### src/rtl/pal_hdr_loader.sv
module pal_hdr_loader #(
  parameter int IDX_W   = 9,
  parameter int LONG_N  = 256,
  parameter int SHORT_N = 16
) (
  input  logic             clk,
  input  logic             rst_n,
  input  logic             load_start,
  input  logic             wr_valid,
  input  logic [31:0]      wr_data,
  output logic             wr_ready,
  output logic             load_done,
  output logic [3:0]       depth_code,
  input  logic [IDX_W-1:0] rd_idx,
  output logic [11:0]      rd_rgb,
  output logic             rd_bad
);
  localparam int LONG_WORDS  = LONG_N * 2 / 4 + 1;
  localparam int SHORT_WORDS = SHORT_N * 2 / 4 + 1;
  localparam int CNT_W       = $clog2(LONG_WORDS);
  localparam int ENT_W       = CNT_W + 1;
  localparam int RAM_AW      = $clog2(LONG_N);

  logic             busy, done_q;
  logic [CNT_W-1:0] wcnt;
  logic [3:0]       code_q;
  logic [11:0]      ram [LONG_N];

  wire              take     = busy & wr_valid & ~load_start;
  wire  [3:0]       cur_code = (wcnt == '0) ? wr_data[15:12] : code_q;
  wire              is_long  = cur_code < 4'd4;
  wire  [CNT_W-1:0] last_cnt = is_long ? CNT_W'(LONG_WORDS - 1) : CNT_W'(SHORT_WORDS - 1);
  wire  [ENT_W:0]   limit    = is_long ? (ENT_W+1)'(LONG_N) : (ENT_W+1)'(SHORT_N);
  wire  [ENT_W-1:0] e_lo     = {wcnt, 1'b0};
  wire  [ENT_W-1:0] e_hi     = {wcnt, 1'b1};
  wire              is_last  = take && (wcnt == last_cnt);

  assign wr_ready   = busy;
  assign load_done  = done_q;
  assign depth_code = code_q;

  always_ff @(posedge clk) begin
    if (!rst_n) begin
      busy   <= 1'b0;
      done_q <= 1'b0;
      wcnt   <= '0;
      code_q <= '0;
    end else begin
      done_q <= 1'b0;
      if (load_start) begin
        busy <= 1'b1;
        wcnt <= '0;
      end else if (take) begin
        if (wcnt == '0) code_q <= wr_data[15:12];
        if (is_last) begin
          busy   <= 1'b0;
          done_q <= 1'b1;
          wcnt   <= '0;
        end else begin
          wcnt <= wcnt + 1'b1;
        end
      end
    end
  end

  always_ff @(posedge clk) begin
    if (!rst_n) begin
      for (int i = 0; i < LONG_N; i++) ram[i] <= '0;
    end else if (take) begin
      if ({1'b0, e_lo} < limit) ram[e_lo[RAM_AW-1:0]] <= wr_data[11:0];
      if ({1'b0, e_hi} < limit) ram[e_hi[RAM_AW-1:0]] <= wr_data[27:16];
    end
  end

  always_ff @(posedge clk) begin
    if (!rst_n) begin
      rd_rgb <= '0;
      rd_bad <= 1'b0;
    end else begin
      rd_bad <= rd_idx >= IDX_W'(LONG_N);
      rd_rgb <= (rd_idx >= IDX_W'(LONG_N)) ? 12'h000 : ram[rd_idx[RAM_AW-1:0]];
    end
  end

  assert_done_pulse_R5: assert property (@(posedge clk) disable iff (!rst_n)
    load_done |=> !load_done);
  assert_done_closes_R5: assert property (@(posedge clk) disable iff (!rst_n)
    load_done |-> !wr_ready);
  assert_idle_depth_R6: assert property (@(posedge clk) disable iff (!rst_n)
    !wr_ready |=> $stable(depth_code));
  assert_long_bound_R4: assert property (@(posedge clk) disable iff (!rst_n)
    wcnt <= CNT_W'(LONG_WORDS - 1));
  assert_short_bound_R4: assert property (@(posedge clk) disable iff (!rst_n)
    (busy && wcnt != '0 && code_q >= 4'd4) |-> (wcnt < CNT_W'(SHORT_WORDS)));
  assert_bad_index_R8: assert property (@(posedge clk) disable iff (!rst_n)
    (rd_idx >= IDX_W'(LONG_N)) |=> (rd_bad && rd_rgb == 12'h000));
endmodule

### config.mk
export PLATFORM = sky130hd
export DESIGN_NAME = pal_hdr_loader
export DESIGN_NICKNAME = d
export VERILOG_FILES = /design/src/rtl/pal_hdr_loader.sv
export SDC_FILE = /design/constraint.sdc
export NUM_CORES = 2
export LEC_CHECK = 0
export BUFFER_PORTS_ARGS = -buffer_cell sky130_fd_sc_hd__buf_2
export CAP_MARGIN = 20
export CORE_AREA = 2 2 600 602
export CTS_CLUSTER_SIZE = 10
export DETAILED_ROUTE_END_ITERATION = 10
export DIE_AREA = 0 0 602 604
export SLEW_MARGIN = 20
export SYNTH_ARGS = -nofsm -noshare
export SYNTH_HDL_FRONTEND = slang
export SYNTH_SLANG_ARGS = --single-unit
### constraint.sdc
create_clock -name clk -period 6.85 [get_ports clk]
set_input_delay 0.3425 -clock clk [delete_from_list [all_inputs] [get_ports clk]]
set_output_delay 0.3425 -clock clk [all_outputs]
set_load 0.005 [all_outputs]
==> results.md <==
* Syn Nets at between 9,000 and 10,000
* Die H at 604 um
* Final period util at about three quarters
* Initial Utilization at 39.8%
* Core box area at 358,000 sq um
* Syn Area/Cell at 15.2 sq um
* CTS Buf Count at about 360
* H-Tree Level Count at 5
* Final Slew Violations at 0
* CTS root buffer: clkbuf_16
* Total Wirelength at 414,000 um
* Met3 usage in global routing at under 10%
* Clock latency on the worst-skew pair at roughly 950 ps
* Largest net degree at the start of global routing at 90
* Outcome: finished, final reports clean
* Placer congestion estimate at 0.858
* First-pass DRT Iterations at 5
* Post-synth EDFFs at about 3,100
* # DRC at 0
* Maximum buffer depth of the clock tree at 4
* First-pass GRT wire length at 591,000 um
* Number of global-route vias before repair at 81,800
* DR vias/cell at 5.73
* Worst slew pin tran at 1280 ps
* Ys flop type: edfxtp_1
* Input/output buffers at 59
* GR Util All Layers at between 20% and 30%
* Post-DP HPWL at around 250,000 um
* Synth top area share at 64.8%
* Top post-synthesis cells by area: edfxtp_1 65%, and2_1 14%, mux4_2 9.2%
* Post-synthesis cell area at between 100,000 and 150,000 sq um
* Clock Sinks at 3,099
* Comb pwr share at 7.4%
* Data required, critical path at 7610 ps
* Routed vias at between 80,000 and 90,000
* Unique masters post-synth at 82
* Setup violators final at 0
* CP Data Arrival Time at 5890 ps
* Max Fanout on Critical Path at 24
* RSZ-0062 raised after global routing: no
* Hold-fix buffers, CTS at 6
* Met2 Use GR at 37.1%
* Total placed instance area at 148,000 sq um
* Sequential area share after synthesis at 65.1%
* Nets at approximately 9,300
* Post-synthesis cell count at 9,395
* Initial antenna violation count at 32
* Fmax at 195 MHz
* Die ar. at approximately 360,000 sq um
* GR Util met1 at slightly below 30%
* Max VDD drop at 0.216 mV
* Switch Pwr at 0.00983 W
* Number of synthesized register bits at 3,099
* Yosys Warn Count at 0
* Post-CTS setup buffers at 0
* Seq pwr share at 51.9%
* CTS clk-pin slew, worst paths at roughly 60 ps
* Synth-to-Final Area Change at 11.2%
* Slew headroom at 13.7%
* Ports at 64
* Clock network power share at 40.7%
* Hold crit path type: in2reg
* Final ANT Viol Nets at 0
* Crit start category: register
* Async SR Flop Fraction at 0%
* Final Skew at 70.3 ps
* Final min period at 5130 ps
* Final Cell Area at between 150,000 and 200,000 sq um
* Gr busiest metal: met2
* Final-report hold violation count at 0
* DR iter-0 viols at 10,300
* Die Width at 602 um
* Row count at 220
* CP endpoint kind: register
* WS Path Type: reg2reg
* Synth cell count leaders: 3,099 x and2_1, 3,072 x edfxtp_1, 712 x clkbuf_1
* Internal power at 0.0323 W
* Count leader, synth: and2_1
* Total grt overflow at 0
* Routed length per instance at 29.1 um
* PD cells at about 270 nW/um^2
* Leading area contributor after synthesis: edfxtp_1
* Finished Core Util at 44.3%
* Final setup TNS at 0 ps
* Gates resized, CTS repair at 0
* P_leak at 55.1 nW
* Fraction of layout cells with a size suffix above 1 at 17.5%
* Number of max-cap violations at 0
* TritonCTS clock tree: built
* Sw Ratio at 23.3%
-- final timing paths --
kind / from / end / slack (ps) / cells after the start
worst max-delay path: wcnt[5] / ram[12][11] / 1720 / 13
worst min-delay path: wr_data[9] / ram[46][9] / 40 / 2
worst max register to register: wcnt[5] / ram[12][11] / 1720 / 13
worst min register to register: depth_code[1] / depth_code[1] / 520 / 2
-- sequential cells by signal, summed over array words and instances (netlist names) --
| name | count |
|---|---|
| rd_rgb | 12 |
| depth_code | 4 |
| wr_ready | 1 |
| load_done | 1 |
| ram | 3072 |
| rd_bad | 1 |
| wcnt | 8 |
-- power by group through the flow --
stage	Sequential [W]	Clock (W)	Combinational, W
6_report	0.0219	0.0171	0.00313
5_1_grt	0.0220	0.0181	0.00324
4_1_cts	0.0219	0.0174	0.00313
3_5_place_dp	0.0223	0	0.00312
3_3_place_gp	0.0222	0	0.00309
2_1_floorplan	0.0222	0	0.00183
-- critical path, cell delays in order, from the launching register on --
cell and delay, ps:
dfxtp_1 410, nor3_1 500, nand2_1 180, nor4b_1 310, buf_4 170, nor3_1 40
a21oi_1 220, ha_1 300, a21oi_1 170, and2_1 270, nand3_2 890, buf_4 590
nor2_2 650, and2_1 240
-- layer usage --
metal / wire length (um) / share of wire, %
met5: 48 / 0.012
met4: 17200 / 4.2
met3: 36100 / 8.7
met2: 199000 / 48
met1: 162000 / 39
-- layout make-up --
cell class / count / area (sq um)
fillers: 31100 / 199000
repair buffers: 481 / 3980
flip-flops and latches: 3099 / 92800
clock buffers: 460 / 9430
multi-input cells: 5336 / 45500
well taps: 4773 / 5970
diodes: 19 / 47.5
inverters: 6 / 32.5
clock inverters: 40 / 674
-- logic make-up (layout without fill, tap and decap cells) --
kind of cell	after synthesis	in the layout	share of synthesized area, %
AOI/OAI and AO/OA	681	681	3.23
xor gates and xnor gates	7	7	0.0430
adders and majority gates	4	4	0.0351
buffers and inverters	960	987	3.47
DFF	3099	3099	65.1
muxes	1023	1023	12.9
other	0	19	0
and+or+nand+nor	3621	3621	15.2
-- per-stage QoR --
stage	power, W	instances	setup WS (ps)	hold WS [ps]
floorplan	0.0241	9395	1890	419
global placement	0.0253	13700	1410	497
global route	0.0433	14200	1510	58.0
detailed placement	0.0254	13700	1680	512
CTS	0.0424	14200	1670	12.1
finish	0.0422	14200	1720	42.8
-- cells in the final DEF, fill, tap and decap left out, drive strengths merged, types with 5 or more instances in the layout --
cell type,netlist,routed
nor2,224,224
nand4,17,17
nor4,11,11
o22ai,111,111
and2,3104,3104
a211oi,6,6
o221ai,119,119
clkinv,1,28
mux4,631,631
a22oi,39,39
o22a,6,6
nand3,50,50
or4,6,6
dlygate4sd3,0,6
o2111ai,5,5
edfxtp,3072,3072
buf,234,474
diode,0,19
a221oi,6,6
o311ai,6,6
a22o,6,6
nor2b,14,14
a21oi,82,82
a21o,7,7
a2111oi,21,21
dfxtp,27,27
clkbuf,719,461
o211ai,8,8
a31oi,17,17
nand2,137,137
nor3,28,28
inv,5,17
or3,5,5
o41ai,9,9
mux2i,391,391
a311oi,9,9
nand2b,8,8
o21ai,192,192
No activity file was read; power rests on OpenSTA's default activity.
